File: src/rtl/cseq_pkg.sv
package cseq_pkg;
  timeunit 1ns;
  timeprecision 1ps;

  localparam int unsigned ADDR_W = 5;

  localparam logic [ADDR_W-1:0] A_MODE    = 5'h00;
  localparam logic [ADDR_W-1:0] A_CHAIN   = 5'h01;
  localparam logic [ADDR_W-1:0] A_BLKNUM  = 5'h02;
  localparam logic [ADDR_W-1:0] A_TRIG    = 5'h03;
  localparam logic [ADDR_W-1:0] A_STATUS  = 5'h04;
  localparam logic [ADDR_W-1:0] A_CONT    = 5'h05;
  localparam logic [ADDR_W-1:0] A_EXIT    = 5'h06;
  localparam logic [ADDR_W-1:0] A_IRQ_EN  = 5'h07;
  localparam logic [ADDR_W-1:0] A_IRQ_CLR = 5'h08;
  localparam logic [ADDR_W-1:0] A_INC     = 5'h09;
  localparam logic [ADDR_W-1:0] A_H       = 5'h0C;
  localparam logic [ADDR_W-1:0] A_KEY     = 5'h10;

  typedef enum logic [2:0] {
    ST_IDLE  = 3'd0,
    ST_RUN   = 3'd1,
    ST_DONE  = 3'd2,
    ST_HASH  = 3'd3,
    ST_HWAIT = 3'd4
  } seq_state_e;

  typedef enum logic [2:0] {
    CH_ECB    = 3'd0,
    CH_CBC    = 3'd1,
    CH_OFB    = 3'd2,
    CH_CTR    = 3'd3,
    CH_CFB8   = 3'd4,
    CH_CFB128 = 3'd5,
    CH_GCM    = 3'd6
  } chain_e;
endpackage

File: src/rtl/cseq_regs.sv
module cseq_regs
  import cseq_pkg::*;
#(
  parameter int unsigned DW        = 32,
  parameter int unsigned KEY_WORDS = 8,
  parameter int unsigned CNT_W     = 16,
  parameter int unsigned H_W       = 128
) (
  input  logic                    clk_i,
  input  logic                    rst_ni,
  input  logic                    wr_en_i,
  input  logic [ADDR_W-1:0]       addr_i,
  input  logic [DW-1:0]           wdata_i,
  input  logic                    idle_i,
  input  seq_state_e              state_i,
  input  logic                    irq_flag_i,
  input  logic [H_W-1:0]          h_i,
  output logic [DW-1:0]           rdata_o,
  output logic [KEY_WORDS*DW-1:0] key_o,
  output logic [1:0]              keylen_o,
  output logic                    decrypt_o,
  output chain_e                  chain_o,
  output logic                    ctr_low32_o,
  output logic                    irq_en_o,
  output logic [CNT_W-1:0]        blknum_o,
  output logic                    trig_o,
  output logic                    cont_o,
  output logic                    exit_o,
  output logic                    iclr_o
);
  timeunit 1ns;
  timeprecision 1ps;

  localparam int unsigned H_WORDS = H_W / DW;
  localparam int unsigned HIDX_W  = $clog2(H_WORDS);
  localparam int unsigned KIDX_W  = $clog2(KEY_WORDS);

  logic [KEY_WORDS-1:0][DW-1:0] key_q;
  logic [H_WORDS-1:0][DW-1:0]   h_words;
  logic [2:0]                   mode_q;
  chain_e                       chain_q;
  logic                         inc_q, ien_q;
  logic [CNT_W-1:0]             blk_q;
  logic                         cfg_we;
  logic [HIDX_W-1:0]            hidx;
  logic [KIDX_W-1:0]            kidx;
  logic                         in_h, in_key;

  assign h_words = h_i;
  assign cfg_we  = wr_en_i && idle_i;
  assign hidx    = HIDX_W'(addr_i - A_H);
  assign kidx    = KIDX_W'(addr_i - A_KEY);
  assign in_h    = (addr_i >= A_H) && (addr_i < A_H + ADDR_W'(H_WORDS));
  assign in_key  = (addr_i >= A_KEY) && (addr_i < A_KEY + ADDR_W'(KEY_WORDS));

  assign trig_o = wr_en_i && (addr_i == A_TRIG)    && wdata_i[0];
  assign cont_o = wr_en_i && (addr_i == A_CONT)    && wdata_i[0];
  assign exit_o = wr_en_i && (addr_i == A_EXIT)    && wdata_i[0];
  assign iclr_o = wr_en_i && (addr_i == A_IRQ_CLR) && wdata_i[0];

  always_ff @(posedge clk_i or negedge rst_ni) begin
    if (!rst_ni) begin
      mode_q  <= '0;
      chain_q <= CH_ECB;
      inc_q   <= 1'b0;
      ien_q   <= 1'b0;
      blk_q   <= '0;
    end else begin
      // unsupported key length code 3 is dropped
      if (cfg_we && addr_i == A_MODE && wdata_i[1:0] != 2'b11) mode_q <= wdata_i[2:0];
      if (cfg_we && addr_i == A_CHAIN && wdata_i[2:0] != 3'd7) chain_q <= chain_e'(wdata_i[2:0]);
      if (cfg_we && addr_i == A_INC) inc_q <= wdata_i[0];
      if (wr_en_i && addr_i == A_IRQ_EN) ien_q <= wdata_i[0];
      // count is sampled by the sequencer at trigger, so always writable
      if (wr_en_i && addr_i == A_BLKNUM) blk_q <= wdata_i[CNT_W-1:0];
    end
  end

  for (genvar k = 0; k < KEY_WORDS; k++) begin : g_key
    always_ff @(posedge clk_i or negedge rst_ni) begin
      if (!rst_ni) key_q[k] <= '0;
      else if (cfg_we && addr_i == A_KEY + ADDR_W'(k)) key_q[k] <= wdata_i;
    end
  end

  always_comb begin
    rdata_o = '0;
    case (addr_i)
      A_MODE:    rdata_o[2:0] = mode_q;
      A_CHAIN:   rdata_o[2:0] = chain_q;
      A_BLKNUM:  rdata_o[CNT_W-1:0] = blk_q;
      A_STATUS:  rdata_o[2:0] = state_i;
      A_IRQ_EN:  rdata_o[0] = ien_q;
      A_IRQ_CLR: rdata_o[0] = irq_flag_i;
      A_INC:     rdata_o[0] = inc_q;
      default: begin
        if (in_h) rdata_o = h_words[hidx];
        else if (in_key) rdata_o = key_q[kidx];
      end
    endcase
  end

  assign key_o       = key_q;
  assign keylen_o    = mode_q[1:0];
  assign decrypt_o   = mode_q[2];
  assign chain_o     = chain_q;
  assign ctr_low32_o = ~inc_q;
  assign irq_en_o    = ien_q;
  assign blknum_o    = blk_q;


  mode_reject_chk: assert property (@(posedge clk_i) disable iff (!rst_ni)
    (wr_en_i && addr_i == A_MODE && wdata_i[1:0] == 2'b11) |=> $stable(mode_q));

  key_busy_chk: assert property (@(posedge clk_i) disable iff (!rst_ni)
    (wr_en_i && !idle_i) |=> ($stable(key_o) && $stable(mode_q) && $stable(chain_q)));
endmodule

File: src/rtl/cseq_fsm.sv
module cseq_fsm
  import cseq_pkg::*;
#(
  parameter int unsigned CNT_W = 16,
  parameter int unsigned H_W   = 128
) (
  input  logic             clk_i,
  input  logic             rst_ni,
  input  logic             trig_i,
  input  logic             cont_i,
  input  logic             exit_i,
  input  logic             gcm_i,
  input  logic [CNT_W-1:0] blknum_i,
  input  logic             eng_done_i,
  input  logic [H_W-1:0]   eng_h_i,
  output seq_state_e       state_o,
  output logic             eng_start_o,
  output logic             eng_hash_o,
  output logic             done_evt_o,
  output logic [H_W-1:0]   h_o
);
  timeunit 1ns;
  timeprecision 1ps;

  localparam logic [CNT_W-1:0] CNT_ONE = {{(CNT_W-1){1'b0}}, 1'b1};

  seq_state_e       st_q, st_d;
  logic [CNT_W-1:0] cnt_q, cnt_d;
  logic             infl_q, infl_d;
  logic [H_W-1:0]   h_q, h_d;

  always_comb begin
    st_d   = st_q;
    cnt_d  = cnt_q;
    infl_d = infl_q;
    h_d    = h_q;
    unique case (st_q)
      ST_IDLE: if (trig_i) begin
        cnt_d = blknum_i;
        if (gcm_i)               st_d = ST_HASH;
        else if (blknum_i == '0) st_d = ST_DONE;
        else                     st_d = ST_RUN;
      end
      ST_RUN, ST_HASH: begin
        if (!infl_q) infl_d = 1'b1;
        else if (eng_done_i) begin
          infl_d = 1'b0;
          if (st_q == ST_HASH) begin
            h_d  = eng_h_i;
            st_d = ST_HWAIT;
          end else begin
            cnt_d = cnt_q - CNT_ONE;
            if (cnt_q == CNT_ONE) st_d = ST_DONE;
          end
        end
      end
      ST_HWAIT: if (cont_i) st_d = (cnt_q == '0) ? ST_DONE : ST_RUN;
      ST_DONE:  if (exit_i) st_d = ST_IDLE;
      default:  st_d = ST_IDLE;
    endcase
  end

  always_ff @(posedge clk_i or negedge rst_ni) begin
    if (!rst_ni) begin
      st_q   <= ST_IDLE;
      cnt_q  <= '0;
      infl_q <= 1'b0;
      h_q    <= '0;
    end else begin
      st_q   <= st_d;
      cnt_q  <= cnt_d;
      infl_q <= infl_d;
      h_q    <= h_d;
    end
  end

  assign state_o     = st_q;
  assign eng_start_o = (st_q == ST_RUN || st_q == ST_HASH) && !infl_q;
  assign eng_hash_o  = (st_q == ST_HASH);
  assign done_evt_o  = (st_d == ST_DONE) && (st_q != ST_DONE);
  assign h_o         = h_q;


  start_gap_chk: assert property (@(posedge clk_i) disable iff (!rst_ni)
    eng_start_o |=> !eng_start_o);

  trig_busy_chk: assert property (@(posedge clk_i) disable iff (!rst_ni)
    (state_o != ST_IDLE && trig_i && !exit_i) |=> state_o != ST_IDLE);

  hwait_hold_chk: assert property (@(posedge clk_i) disable iff (!rst_ni)
    (state_o == ST_HWAIT && !cont_i) |=> (state_o == ST_HWAIT && !eng_start_o));

  exit_idle_chk: assert property (@(posedge clk_i) disable iff (!rst_ni)
    (state_o == ST_DONE && exit_i) |=> state_o == ST_IDLE);
endmodule

File: src/rtl/cseq_irq.sv
module cseq_irq (
  input  logic clk_i,
  input  logic rst_ni,
  input  logic set_i,
  input  logic clr_i,
  input  logic en_i,
  output logic flag_o,
  output logic irq_o
);
  timeunit 1ns;
  timeprecision 1ps;

  logic flag_q;

  always_ff @(posedge clk_i or negedge rst_ni) begin
    if (!rst_ni)    flag_q <= 1'b0;
    else if (set_i) flag_q <= 1'b1;
    else if (clr_i) flag_q <= 1'b0;
  end

  assign flag_o = flag_q;
  assign irq_o  = flag_q & en_i;


  irq_set_chk: assert property (@(posedge clk_i) disable iff (!rst_ni)
    set_i |=> flag_o);
endmodule

File: src/rtl/cipher_seq.sv
module cipher_seq
  import cseq_pkg::*;
#(
  parameter int unsigned DW        = 32,
  parameter int unsigned KEY_WORDS = 8,
  parameter int unsigned CNT_W     = 16,
  parameter int unsigned H_W       = 128
) (
  input  logic                    clk_i,
  input  logic                    rst_ni,
  input  logic                    wr_en_i,
  input  logic [ADDR_W-1:0]       addr_i,
  input  logic [DW-1:0]           wdata_i,
  output logic [DW-1:0]           rdata_o,
  output logic                    eng_start_o,
  output logic                    eng_hash_o,
  input  logic                    eng_done_i,
  input  logic [H_W-1:0]          eng_h_i,
  output logic [KEY_WORDS*DW-1:0] eng_key_o,
  output logic [1:0]              eng_keylen_o,
  output logic                    eng_decrypt_o,
  output logic [2:0]              eng_chain_o,
  output logic                    eng_ctr_low32_o,
  output logic                    irq_o
);
  timeunit 1ns;
  timeprecision 1ps;

  seq_state_e       state;
  chain_e           chain;
  logic [CNT_W-1:0] blknum;
  logic [H_W-1:0]   h_val;
  logic             trig, cont, ext, iclr, irq_en, irq_flag, done_evt;

  cseq_regs #(.DW(DW), .KEY_WORDS(KEY_WORDS), .CNT_W(CNT_W), .H_W(H_W)) u_regs (
    .clk_i, .rst_ni, .wr_en_i, .addr_i, .wdata_i,
    .idle_i      (state == ST_IDLE),
    .state_i     (state),
    .irq_flag_i  (irq_flag),
    .h_i         (h_val),
    .rdata_o,
    .key_o       (eng_key_o),
    .keylen_o    (eng_keylen_o),
    .decrypt_o   (eng_decrypt_o),
    .chain_o     (chain),
    .ctr_low32_o (eng_ctr_low32_o),
    .irq_en_o    (irq_en),
    .blknum_o    (blknum),
    .trig_o      (trig),
    .cont_o      (cont),
    .exit_o      (ext),
    .iclr_o      (iclr)
  );

  cseq_fsm #(.CNT_W(CNT_W), .H_W(H_W)) u_fsm (
    .clk_i, .rst_ni,
    .trig_i      (trig),
    .cont_i      (cont),
    .exit_i      (ext),
    .gcm_i       (chain == CH_GCM),
    .blknum_i    (blknum),
    .eng_done_i,
    .eng_h_i,
    .state_o     (state),
    .eng_start_o,
    .eng_hash_o,
    .done_evt_o  (done_evt),
    .h_o         (h_val)
  );

  cseq_irq u_irq (
    .clk_i, .rst_ni,
    .set_i  (done_evt),
    .clr_i  (iclr),
    .en_i   (irq_en),
    .flag_o (irq_flag),
    .irq_o
  );

  assign eng_chain_o = chain;
endmodule

File: config.mk
export PLATFORM = sky130hd
export DESIGN_NAME = cipher_seq
export DESIGN_NICKNAME = d
export VERILOG_FILES = /design/src/rtl/cseq_pkg.sv /design/src/rtl/cseq_regs.sv /design/src/rtl/cseq_fsm.sv /design/src/rtl/cseq_irq.sv /design/src/rtl/cipher_seq.sv
export SDC_FILE = /design/constraint.sdc
export NUM_CORES = 1
export LEC_CHECK = 0
export BUFFER_PORTS_ARGS = -buffer_cell sky130_fd_sc_hd__buf_4
export CORE_MARGIN = 5
export CORE_UTILIZATION = 25
export CTS_CLUSTER_SIZE = 20
export DETAILED_ROUTE_END_ITERATION = 7
export SYNTH_ARGS = -nofsm -noshare
export SYNTH_HDL_FRONTEND = slang
export SYNTH_SLANG_ARGS = --single-unit
File: constraint.sdc
create_clock -name clk_i -period 7.1 [get_ports clk_i]
set_input_delay 0.71 -clock clk_i [delete_from_list [all_inputs] [get_ports clk_i]]
set_output_delay 0.71 -clock clk_i [all_outputs]
set_load 0.03 [all_outputs]
-- Word level (Yosys, flattened, before mapping)
Index checks and enable logic that the tools add are counted.
Widths: inputs -> output; s select.
- logic and storage cells: 132
- output and inout port bits: 298
- input bits: 169
- flip-flop bits (word level): 429
- bitwise operators: 2
- reductions and logical operators: 42
- equal/unequal tests: 31
- add/subtract/negate cells: 3
- muxes and demuxes: 30
- $lt $le $gt $ge: 6
- operator list (operator ; count):
    $mux 32 ; 4
    $bmux 32 s3 ; 1
    $mux 16 ; 5
    $bmux 32 s2 ; 1
    $eq 5x5->1 const B ; 8
    $logic_not 16->1 ; 2
    $pmux 16 s2 ; 1
    $logic_and 1x1->1 ; 28
    $pmux 13 s2 ; 1
    $mux 3 ; 8
    $eq 5x3->1 const B ; 4
    $eq 16x1->1 const B ; 1
    $sub 16x1->16 const B ; 1
    $pmux 3 s4 ; 1
    $eq 5x2->1 const B ; 2
    $eq 5x4->1 const B ; 2
    $lt 5x5->1 const B ; 2
    $pmux 2 s5 ; 1
    $eq 3x2->1 const B ; 3
    $ne 2x2->1 const B ; 4
    $pmux 1 s7 ; 1
    $reduce_or 7->1 ; 1
    $eq 3x3->1 const B ; 2
    $reduce_or 6->1 ; 1
    other kinds (24) ; 29

-- Logic depth before layout (Yosys ltp)
Gate-level depths: netlist (run 1).
- depth in word-level cells: 9
- mapped depth: 8
- mapped depth without buffers: 7

-- Hierarchy
A second synthesis (run 1) with hierarchy kept.
- cells, all modules: 1339
- area total of the unflattened synthesis: 20088.0 um^2
- by module, submodules not included (module ; cells each ; area an instance (um^2) ; times used ; sequential area each (um^2)):
    cseq_regs ; 890 ; 13952.1 ; 1 ; 7006.7
    cseq_fsm ; 443 ; 6074.6 ; 1 ; 3703.6
    cseq_irq ; 4 ; 42.5 ; 1 ; 25.0
    cipher_seq ; 2 ; 18.8 ; 1 ; 0.0

-- Least setup slack after synthesis (run 1)
OpenSTA, ideal clock, no wires.
- kind: input -> output
- start point: input addr_i[0]
- end point: output rdata_o[11]
- stages on the path: 6
- buffers on the path: 3
- setup slack: 3.786 ns
- arrival time: 2.604 ns
- data required time: 6.390 ns
- path through: clkbuf_1 -> clkbuf_1 -> buf_2 -> mux4_2 -> a22oi_1 -> o21ai_0
- cells in the longest elaborated chain, start to end: 6
- elaborated cells on any way between the ends: 23
- those cells by class: add/sub: 2; order compare: 4; eq/ne: 6; mux: 7; reduce/logical: 4
- ends and longest elaborated chain (item ; RTL line ; source):
    start, declared ; cipher_seq.sv:12 ; input logic [ADDR_W-1:0] addr_i,
    $sub 3x1->3 ; cseq_regs.sv:52 ; assign kidx = KIDX_W'(addr_i - A_KEY);
    $bmux 32 s3 ; cseq_regs.sv:98 ; else if (in_key) rdata_o = key_q[kidx];
    $mux 32 (not written as such) ; cseq_regs.sv:98 ;
    $mux 32 ; cseq_regs.sv:98 ;
    $mux 32 ; cseq_regs.sv:97 ; if (in_h) rdata_o = h_words[hidx];
    $pmux 13 s2 (*) ; cseq_regs.sv:88 ; case (addr_i)
    end, declared ; cipher_seq.sv:14 ; output logic [DW-1:0] rdata_o,
Every way passes the cells marked *; elsewhere a longest branch is shown, timed or not. The select of a mux whose other input is x is not followed.

-- Worst setup path in the final report (run 1)
- start point: input addr_i[0]
- end point: output rdata_o[2]
- cells in the longest elaborated chain, start to end: 6
- elaborated cells on any way between the ends: 23
- those cells by class: add/sub: 2; order compare: 4; eq/ne: 6; mux: 7; reduce/logical: 4
- ends and longest elaborated chain (item ; RTL line):
    $sub 3x1->3 ; cseq_regs.sv:52
    $bmux 32 s3 ; cseq_regs.sv:98
    $mux 32 (not written as such) ; cseq_regs.sv:98
    $mux 32 ; cseq_regs.sv:98
    $mux 32 ; cseq_regs.sv:97
    $pmux 2 s5 (*) ; cseq_regs.sv:88
Marked as above.

==> flow_metrics.env, run 1 <==
export IMPL_area_delta_synth_final_pct=32.7
export IMPL_grt_usage=0.169
export IMPL_cts_max_path_buffers=3
export IMPL_synth_seq_cells=429
export IMPL_place_ws_ps=3000
export IMPL_drive_gt1_frac=0.588
export IMPL_clkTransAtPathRegs_ps=60
export IMPL_core_area_mm2=0.0789
export IMPL_hold_path_class="in2async"
export IMPL_drt_initial_drc_count=841
export IMPL_p_switching_mw=3.00
export IMPL_syn_area_per_cell_um2=14.7
export IMPL_synthAdderAreaFrac=0.00126
export IMPL_rows=103
export IMPL_yosys_warnings=0
export IMPL_combPwrFrac=0.289
export IMPL_finalHoldViolations=0
export IMPL_fin_crit_ps=4160
export IMPL_postCtsHoldBufs=0
export IMPL_synthSimpleGateAreaFrac=0.0390
export IMPL_cts_buffers_inserted=53
export IMPL_final_max_slew_viol_count=0
export IMPL_power_mw=9.10
export IMPL_fin_util=0.334
export IMPL_globalRouteOverflowTotal=0
export IMPL_grt_max_degree=132
export IMPL_tightest_slew_ps=1180
export IMPL_synth_edf_count=0
export IMPL_clock_latency_ps=600
export IMPL_die_h_um=292
export IMPL_worst_clock_skew_ps=35.4
export IMPL_avgViaCountPerCell=4.78
export IMPL_dp_cells=2794
export IMPL_power_frac_seq=0.392
export IMPL_placed_cell_area_mm2=0.0244
export IMPL_grt_pass1_vias=15300
export IMPL_root_buffer="clkbuf_16"
export IMPL_switching_share=0.329
export IMPL_antenna_cells=0
export IMPL_synth_compound_area_frac=0.0408
export IMPL_hold_slack_ps=143
export IMPL_synth_fp_nets=1522
export IMPL_outcome="completed"
export IMPL_syn_inst=1351
export IMPL_ys_types=54
export IMPL_antenna_found_initial=0
export IMPL_clkPwrFrac=0.319
export IMPL_ys_seq_area_frac=0.541
export IMPL_worstPathRequired_ps=6390
export IMPL_async_flop_share=1.00
export IMPL_critPathCaptureType="primary output"
export IMPL_irDropWorstVdd_uv=194
export IMPL_cts_tree="yes"
export IMPL_ant_nets=0
export IMPL_syn_cell_area_mm2=0.0198
export IMPL_fmax_mhz=240
export IMPL_rsz0062_at_grt="false"
export IMPL_hpwl_um=52700
export IMPL_crit_type="in2out"
export IMPL_synth_top_family_by_area="multiplexers"
export IMPL_maxCapViolCount=0
export IMPL_p_leak_nw=12.6
export IMPL_synthXorXnorAreaFrac=0
export IMPL_drc=0
export IMPL_routedWlPerCell_um=25.6
export IMPL_die_w_um=292
export IMPL_gp_congestion=0.882
export IMPL_finalCritPeriodShare=0.587
export IMPL_port_buffers=466
export IMPL_crit_fanout=65
export IMPL_first_pass_iters=5
export IMPL_setup_viol=0
export IMPL_internal_power_mw=6.10
export IMPL_cts_num_sinks=429
export IMPL_cp_data_arrival_time_ps=3450
export IMPL_num_nets_final=1970
export IMPL_setup_tns_ps=0
export IMPL_power_per_cell_area_mw_per_mm2=346
export IMPL_synthFlopType="dfrtp_1"
export IMPL_dieArea_mm2=0.0851
export IMPL_grt_pass1_wl_um=108000
export IMPL_fin_area_mm2=0.0263
export IMPL_mostFrequentLayoutCells="buf_4, dfrtp_1, mux2_2"
export IMPL_synthMuxAreaShare=0.352
export IMPL_wirelength_um=74200
export IMPL_final_cells=2892
export IMPL_setup_slack_ps=2940
export IMPL_cts_resized=0
export IMPL_final_common_cell="buf_4"
export IMPL_cts_htree_levels=2
export IMPL_pin_count=467
export IMPL_crit_path_start_kind="primary input"
export IMPL_route_vias_total=13800
export IMPL_initial_utilization=0.252
export IMPL_post_cts_buffers=0
export IMPL_relSlewSlack=0.214
cell usage after synthesis, types with 5 or more instances:
master     number  area [um^2]
nand4_1         5         31.3
a22oi_1        17          128
nand2_1        32          120
nor3_1         21          105
mux4_2         96         2160
o21ai_0        43          215
nand2b_1        7         43.8
inv_1          17         63.8
a21oi_1        41          205
nor4_1         11         68.8
dfrtp_1       429        10700
clkbuf_1       33          124
mux2_2        399         4490
buf_1           8         30.0
buf_2          39          195
buf_4           9         67.6
mux2i_1        24          240
mux2_1          7         78.8
o2bb2ai_1       5         43.8
nand3_1        11         55.1
nor2_1         35          131
power groups by stage:
stage,registers [mW],clock network (mW),logic (mW)
floorplan,3.92,0,1.19
global placement,3.58,0,2.64
detailed placement,3.61,0,2.68
CTS,3.57,3.00,2.69
global route,3.65,3.10,2.82
finish,3.57,2.90,2.63
final cells by class:
class	count	area, um^2
well taps	1050	1310
repair buffers	485	3680
clock inverters	29	415
flip-flops and latches	429	10700
clock buffers	69	1480
multi-input cells	812	8620
inverters	18	67.6
fillers	7763	52600
cells by family (layout without fill, tap and decap cells):
family          Yosys count  after routing
simple gates            151            151
compound gates          133            133
buf+inv                 110            601
fa+ha+maj                 2              2
mux                     526            526
flops                   429            429
sequential cells by signal (all words and copies together), names as in the netlist:
| signal | flops |
|---|---|
| u_regs.blknum_o | 16 |
| u_fsm.infl_q | 1 |
| u_regs.irq_en_o | 1 |
| u_fsm.h_o | 128 |
| u_regs.chain_o | 3 |
| u_fsm.cnt_q | 16 |
| u_regs.inc_q | 1 |
| u_regs.key_o | 256 |
| u_regs.mode_q | 3 |
| u_fsm.state_o | 3 |
| u_irq.flag_o | 1 |
critical path, cell delays in order:
cell and delay, ps:
clkbuf_8 610, buf_12 410, mux4_2 580, a222oi_1 310
o21ai_0 260, buf_4 260
worst paths after layout:
| check | startpoint | end | slack, ps | cells past startpoint |
|---|---|---|---|---|
| min in group clk_i | eng_h_i[29] | u_fsm.h_o[29]$_DFFE_PN0P_ | 350 | 2 |
| worst max-delay path | addr_i[0] | rdata_o[2] | 2940 | 6 |
| worst min-delay path | rst_ni | u_fsm.h_o[22]$_DFFE_PN0P_ | 140 | 1 |
| worst min register to register | u_fsm.cnt_q[14]$_DFFE_PN0P_ | u_fsm.cnt_q[14]$_DFFE_PN0P_ | 490 | 1 |
| max in group asynchronous | rst_ni | u_regs.key_o[3]$_DFFE_PN0P_ | 5460 | 2 |
| worst max register to register | u_fsm.state_o[0]$_DFF_PN0_ | u_fsm.h_o[25]$_DFFE_PN0P_ | 3000 | 5 |
routing by layer:
layer  up-vias  track usage  routed length, um
met5         -            0                  0
li1       5984            -                  -
met4         0       0.0438               2090
met3       108       0.0555               6280
met1      7215        0.206              28700
met2       508        0.290              37000
No activity file was read; power rests on OpenSTA's default activity.
==> inputs of run 2 (changes only) <==
==> constraint.sdc (replaced) <==
create_clock -name clk_i -period 3.4 [get_ports clk_i]
set_input_delay 0.34 -clock clk_i [delete_from_list [all_inputs] [get_ports clk_i]]
set_output_delay 0.34 -clock clk_i [all_outputs]
set_load 0.03 [all_outputs]
==> run 2 against run 1 <==
Clock skew fell by 24 ps; combinational power rose by 120%; final area rose by 5.9%; final cell count rose by 5.5%; non-clock buffer count rose by 164; highest routed layer unchanged; largest power group unchanged; first-iteration DRC count fell by 26%; die area did not move.
==> flow_metrics.env, run 2 (synthesized netlist as in run 1, its figures left out) <==
export IMPL_finalHoldViolations=0
export IMPL_drc=0
export IMPL_routedWlPerCell_um=25.3
export IMPL_die_h_um=292
export IMPL_power_per_cell_area_mw_per_mm2=675
export IMPL_rsz0062_at_grt="false"
export IMPL_crit_top_cell="buf_4"
export IMPL_final_common_cell="buf_4"
export IMPL_avgViaCountPerCell=4.77
export IMPL_dieArea_mm2=0.0851
export IMPL_hpwl_um=55400
export IMPL_initial_utilization=0.252
export IMPL_cp_data_arrival_time_ps=2630
export IMPL_grt_pass1_vias=16200
export IMPL_wirelength_um=77300
export IMPL_largest_reg_flops=256
export IMPL_r2r_end="u_regs.key_o[12]$_DFFE_PN0P_"
export IMPL_fin_area_mm2=0.0279
export IMPL_grt_pass1_wl_um=113000
export IMPL_cts_num_sinks=429
export IMPL_fin_crit_ps=2970
export IMPL_hold_path_class="in2reg"
export IMPL_clkTransAtPathRegs_ps=60
export IMPL_endpoint="rdata_o[15]"
export IMPL_crit_path_start_kind="primary input"
export IMPL_cts_resized=0
export IMPL_num_nets_final=2132
export IMPL_critical_path_slowest_cell="mux4_2"
export IMPL_relSlewSlack=0.436
export IMPL_irDropWorstVdd_uv=399
export IMPL_die_w_um=292
export IMPL_cts_buffers_inserted=51
export IMPL_drive_gt1_frac=0.556
export IMPL_antenna_cells=0
export IMPL_setup_tns_ps=0
export IMPL_tightest_slew_ps=846
export IMPL_port_buffers=466
export IMPL_crit_type="in2out"
export IMPL_drt_initial_drc_count=622
export IMPL_mostFrequentLayoutCells="buf_4, dfrtp_1, mux2_2"
export IMPL_fmax_mhz=336
export IMPL_area_delta_synth_final_pct=40.5
export IMPL_crit_fanout=36
export IMPL_globalRouteOverflowTotal=0
export IMPL_maxCapViolCount=0
export IMPL_pin_count=467
export IMPL_route_vias_total=14600
export IMPL_worst_clock_skew_ps=11.6
export IMPL_setup_viol=0
export IMPL_cp_startpoint="addr_i[0]"
export IMPL_critPathMaxStageDelay_ps=550
export IMPL_finalCritPeriodShare=0.874
export IMPL_outcome="completed"
export IMPL_critPathCaptureType="primary output"
export IMPL_cts_max_path_buffers=3
export IMPL_cts_htree_levels=2
export IMPL_rr_worst_depth=5
export IMPL_antenna_found_initial=0
export IMPL_grt_usage=0.177
export IMPL_clock_latency_ps=580
export IMPL_core_area_mm2=0.0789
export IMPL_worstPathCellList="clkbuf_8 -> buf_4 -> mux4_2 -> mux2i_1 -> o21ai_0 -> buf_4"
export IMPL_grt_max_degree=100
export IMPL_worstPathRequired_ps=3060
export IMPL_fin_util=0.353
export IMPL_first_pass_iters=5
export IMPL_p_leak_nw=13.3
export IMPL_gp_congestion=0.891
export IMPL_final_max_slew_viol_count=0
export IMPL_rrSetupSlack_ps=670
export IMPL_rows=103
export IMPL_ant_nets=0
export IMPL_root_buffer="clkbuf_16"
export IMPL_placed_cell_area_mm2=0.0248
export IMPL_r2r_start="u_fsm.state_o[1]$_DFF_PN0_"
export IMPL_cts_tree="yes"
## run 2: cell count changes in the layout (fill, tap and decap cells not counted), sizes merged
cell	previous run	this run
dlygate4sd3	0	131
buf	484	517
bufinv	9	5
clkinv	13	17
clkinvlp	3	1
inv	22	20
clkbuf	70	69
## run 2: worst min path at each step
stage / end / cells after the start / startpoint / slack, ps
after detailed placement: u_fsm.h_o[54]$_DFFE_PN0P_ / 1 / rst_ni / 470
after floorplan: u_fsm.cnt_q[0]$_DFFE_PN0P_ / 0 / rst_ni / 40
after global routing: u_regs.key_o[190]$_DFFE_PN0P_ / 2 / wdata_i[30] / 20
after CTS: u_regs.key_o[120]$_DFFE_PN0P_ / 2 / wdata_i[24] / 0.3
after global placement: u_fsm.h_o[86]$_DFFE_PN0P_ / 1 / rst_ni / 460
final: u_regs.key_o[120]$_DFFE_PN0P_ / 2 / wdata_i[24] / 50
## run 2: critical path: cells and delay by family
family	cells	cell delay (ps)
AO/OA/AOI/OAI	1	290
multiplexers	2	810
buffers and inverters	3	1160
## run 2: stage by stage
| step | setup slack (ps) | total power, mW | instances | hold slack, ps |
|---|---|---|---|---|
| CTS | 287 | 19.1 | 3051 | 0.308 |
| finish | 428 | 18.8 | 3051 | 52.9 |
| detailed placement | 264 | 13.3 | 2827 | 473 |
| global placement | 282 | 13.1 | 2827 | 456 |
| floorplan | 826 | 10.7 | 1351 | 44.4 |
| global route | 233 | 19.8 | 3051 | 18.8 |
## run 2: repair_timing
| action | CTS | global route |
|---|---|---|
| hold endpoints to repair | 222 | 0 |
| endpoints found under the setup margin | 0 | 0 |
| buffers inserted | 0 | 0 |
| hold buffers | 131 | 0 |
## run 2: layout make-up
| class | count | area [um^2] |
|---|---|---|
| fillers | 7708 | 51000 |
| flip-flops and latches | 429 | 10700 |
| multi-input cells | 812 | 8620 |
| repair buffers | 649 | 5410 |
| clock buffers | 68 | 1450 |
| well taps | 1050 | 1310 |
| clock inverters | 25 | 279 |
| inverters | 18 | 67.6 |
## run 2: metal layers
layer	global-route usage	routed length, um	vias up
met5	0	0	-
met4	0.0655	3200	0
met3	0.0592	6140	139
met2	0.295	37700	513
met1	0.213	30200	7603
li1	-	-	6308
## run 2: power by group
part / internal [mW] / switching, mW / total [mW]
clock: 3.38 / 2.26 / 5.63
combinational: 2.70 / 3.02 / 5.72
sequential: 6.45 / 1.02 / 7.47
total: 12.5 / 6.30 / 18.8
==> inputs of run 3 (changes only) <==
--- a/config.mk
+++ b/config.mk
@@ -7,9 +7,10 @@
 export LEC_CHECK = 0
 export BUFFER_PORTS_ARGS = -buffer_cell sky130_fd_sc_hd__buf_4
 export CORE_MARGIN = 5
-export CORE_UTILIZATION = 25
+export CORE_UTILIZATION = 40
 export CTS_CLUSTER_SIZE = 20
 export DETAILED_ROUTE_END_ITERATION = 7
 export SYNTH_ARGS = -nofsm -noshare
 export SYNTH_HDL_FRONTEND = slang
+export SYNTH_HIERARCHICAL = 1
 export SYNTH_SLANG_ARGS = --single-unit
==> run 3 against run 2 <==
Die area shrank 36%; clock skew hardly changed; register-to-register slack improved by 20 ps; critical path type unchanged; critical endpoint is now rdata_o[16]; largest cell class unchanged; highest routed layer is now met5.
==> flow_metrics.env, run 3 <==
export IMPL_r2r_end="u_regs/key_o[150]$_DFFE_PN0P_"
export IMPL_drive_gt1_frac=0.559
export IMPL_final_max_slew_viol_count=0
export IMPL_ant_nets=0
export IMPL_syn_inst=1339
export IMPL_synthFlopType="dfrtp_1"
export IMPL_die_h_um=234
export IMPL_routedWlPerCell_um=26.3
export IMPL_grt_pass1_vias=15700
export IMPL_finalCritPeriodShare=0.841
export IMPL_core_area_mm2=0.0500
export IMPL_root_buffer="clkbuf_16"
export IMPL_grt_pass1_wl_um=102000
export IMPL_async_flop_share=1.00
export IMPL_hpwl_um=48400
export IMPL_largest_reg_flops=256
export IMPL_grt_use_met2=0.419
export IMPL_worstPathRequired_ps=3060
export IMPL_place_ws_ps=481
export IMPL_drc=0
export IMPL_cts_tree="yes"
export IMPL_syn_area_per_cell_um2=15.0
export IMPL_ys_seq_area_frac=0.534
export IMPL_cts_htree_levels=2
export IMPL_maxCapViolCount=0
export IMPL_post_synth_top_area_cell="dfrtp_1"
export IMPL_first_pass_iters=6
export IMPL_worstPathCellList="buf_6 -> buf_12 -> mux4_2 -> a22oi_1 -> a21oi_1 -> buf_4"
export IMPL_crit_fanout=32
export IMPL_route_vias_total=14300
export IMPL_critical_path_slowest_cell="mux4_2"
export IMPL_power_mw=18.7
export IMPL_grt_max_degree=97
export IMPL_power_per_cell_area_mw_per_mm2=688
export IMPL_crit_path_start_kind="primary input"
export IMPL_ys_types=64
export IMPL_drt_initial_drc_count=873
export IMPL_synth_top_cell_area_share=0.534
export IMPL_dieArea_mm2=0.0548
export IMPL_setup_tns_ps=0
export IMPL_yosys_top_cells_area="dfrtp_1, mux2_2, mux4_2"
export IMPL_synth_seq_cells=429
export IMPL_r2r_start="u_fsm/state_o[1]$_DFF_PN0_"
export IMPL_path_depth=6
export IMPL_clkTransAtPathRegs_ps=60
export IMPL_hold_slack_ps=26.8
export IMPL_initial_utilization=0.402
export IMPL_cp_data_arrival_time_ps=2520
export IMPL_worst_clock_skew_ps=12.0
export IMPL_critPathMaxStageDelay_ps=540
export IMPL_post_cts_buffers=0
export IMPL_syn_cell_area_mm2=0.0201
export IMPL_synth_edf_count=0
export IMPL_cp_startpoint="addr_i[0]"
export IMPL_gp_congestion=0.863
export IMPL_cts_buffers_inserted=48
export IMPL_endpoint="rdata_o[16]"
export IMPL_setup_viol=0
export IMPL_synth_common_cells="dfrtp_1, mux2_2, mux4_2"
export IMPL_antenna_found_initial=4
export IMPL_hold_path_class="in2reg"
export IMPL_cts_resized=0
export IMPL_grt_usage=0.250
export IMPL_fmax_mhz=350
export IMPL_avgViaCountPerCell=5.44
export IMPL_tightest_slew_ps=1080
export IMPL_area_delta_synth_final_pct=35.6
export IMPL_critPathCaptureType="primary output"
export IMPL_wirelength_um=69400
export IMPL_cp_top_family="buffers and inverters"
export IMPL_die_w_um=234
export IMPL_fill_cells=4199
export IMPL_rrSetupSlack_ps=690
export IMPL_cts_num_sinks=429
export IMPL_num_nets_final=2098
export IMPL_finalHoldViolations=0
export IMPL_relSlewSlack=0.274
export IMPL_rows=82
export IMPL_clock_latency_ps=570
export IMPL_outcome="completed"
export IMPL_synthMostInstantiatedCell="dfrtp_1"
export IMPL_port_buffers=466
export IMPL_postCtsHoldBufs=119
export IMPL_rsz0062_at_grt="false"
export IMPL_fin_crit_ps=2860
export IMPL_grtUsageMet3=0.0815
export IMPL_crit_type="in2out"
export IMPL_top_usage_layer="met2"
export IMPL_worst_path_buf_inv=3
export IMPL_synth_fp_nets=1511
export IMPL_cts_max_path_buffers=3
export IMPL_globalRouteOverflowTotal=0
export IMPL_grtUsageMet1=0.304
export IMPL_mostFrequentLayoutCells="buf_4, dfrtp_1, mux2_2"
export IMPL_irDropWorstVdd_uv=385
export IMPL_pin_count=467
export IMPL_p_leak_nw=12.9
export IMPL_setup_slack_ps=542
export IMPL_rr_worst_depth=5
export IMPL_fin_util=0.545
export IMPL_yosys_warnings=6
export IMPL_final_common_cell="buf_4"
## run 3: final cells by class
type,instances,area (um^2),share of cell area
tap,672,841,0.0309
clock buffer,72,1450,0.0533
sequential,429,10700,0.394
clock inverter,12,87.6,0.00321
antenna,3,7.51,0.000276
timing repair buffer,628,5250,0.193
multi-input combinational,812,8850,0.325
inverter,7,26.3,0.000964
## run 3: worst min path at each step
stage            startpoint                    endpoint  cells after the start
6_report       eng_h_i[114]  u_fsm/h_o[114]$_DFFE_PN0P_                      2
5_1_grt         eng_h_i[50]   u_fsm/h_o[50]$_DFFE_PN0P_                      2
4_1_cts        eng_h_i[127]  u_fsm/h_o[127]$_DFFE_PN0P_                      2
3_5_place_dp         rst_ni   u_fsm/h_o[73]$_DFFE_PN0P_                      1
3_3_place_gp         rst_ni   u_fsm/h_o[73]$_DFFE_PN0P_                      1
2_1_floorplan        rst_ni  u_fsm/cnt_q[0]$_DFFE_PN0P_                      0
## run 3: kinds of logic (layout without fill, tap and decap cells)
group           Yosys count  in the layout  synth area share
buf+inv                  98            719            0.0277
flops                   429            429             0.534
compound gates          146            146            0.0460
other cells               0              3                 0
simple gates            142            142            0.0397
fa+ha+maj                 3              3           0.00187
mux                     521            521             0.350
## run 3: worst register-to-register path: stages, from the launching register on
cell     delay [ps]
dfrtp_1         490
nor3_2          420
nand4_2         380
nor3_4          590
buf_12          320
mux2_2          400
## run 3: per-stage QoR
stage / instance area (um^2) / std cells
2_1_floorplan: 20100 / 1339
3_3_place_gp: 24500 / 2429
3_5_place_dp: 24500 / 2429
4_1_cts: 27200 / 2632
5_1_grt: 27200 / 2635
6_report: 27200 / 2635
## run 3: routing by layer
| metal | vias up | share of wire |
|---|---|---|
| li1 | 6254 | - |
| met1 | 7444 | 0.38 |
| met2 | 520 | 0.50 |
| met3 | 126 | 0.087 |
| met4 | 2 | 0.036 |
| met5 | - | 0.00019 |
## run 3: report_power, final
group          leakage, nW  internal (mW)  switching (mW)
registers             5.65           6.25            1.09
clock network        0.769           3.01            2.09
logic                 6.49           2.80            3.50
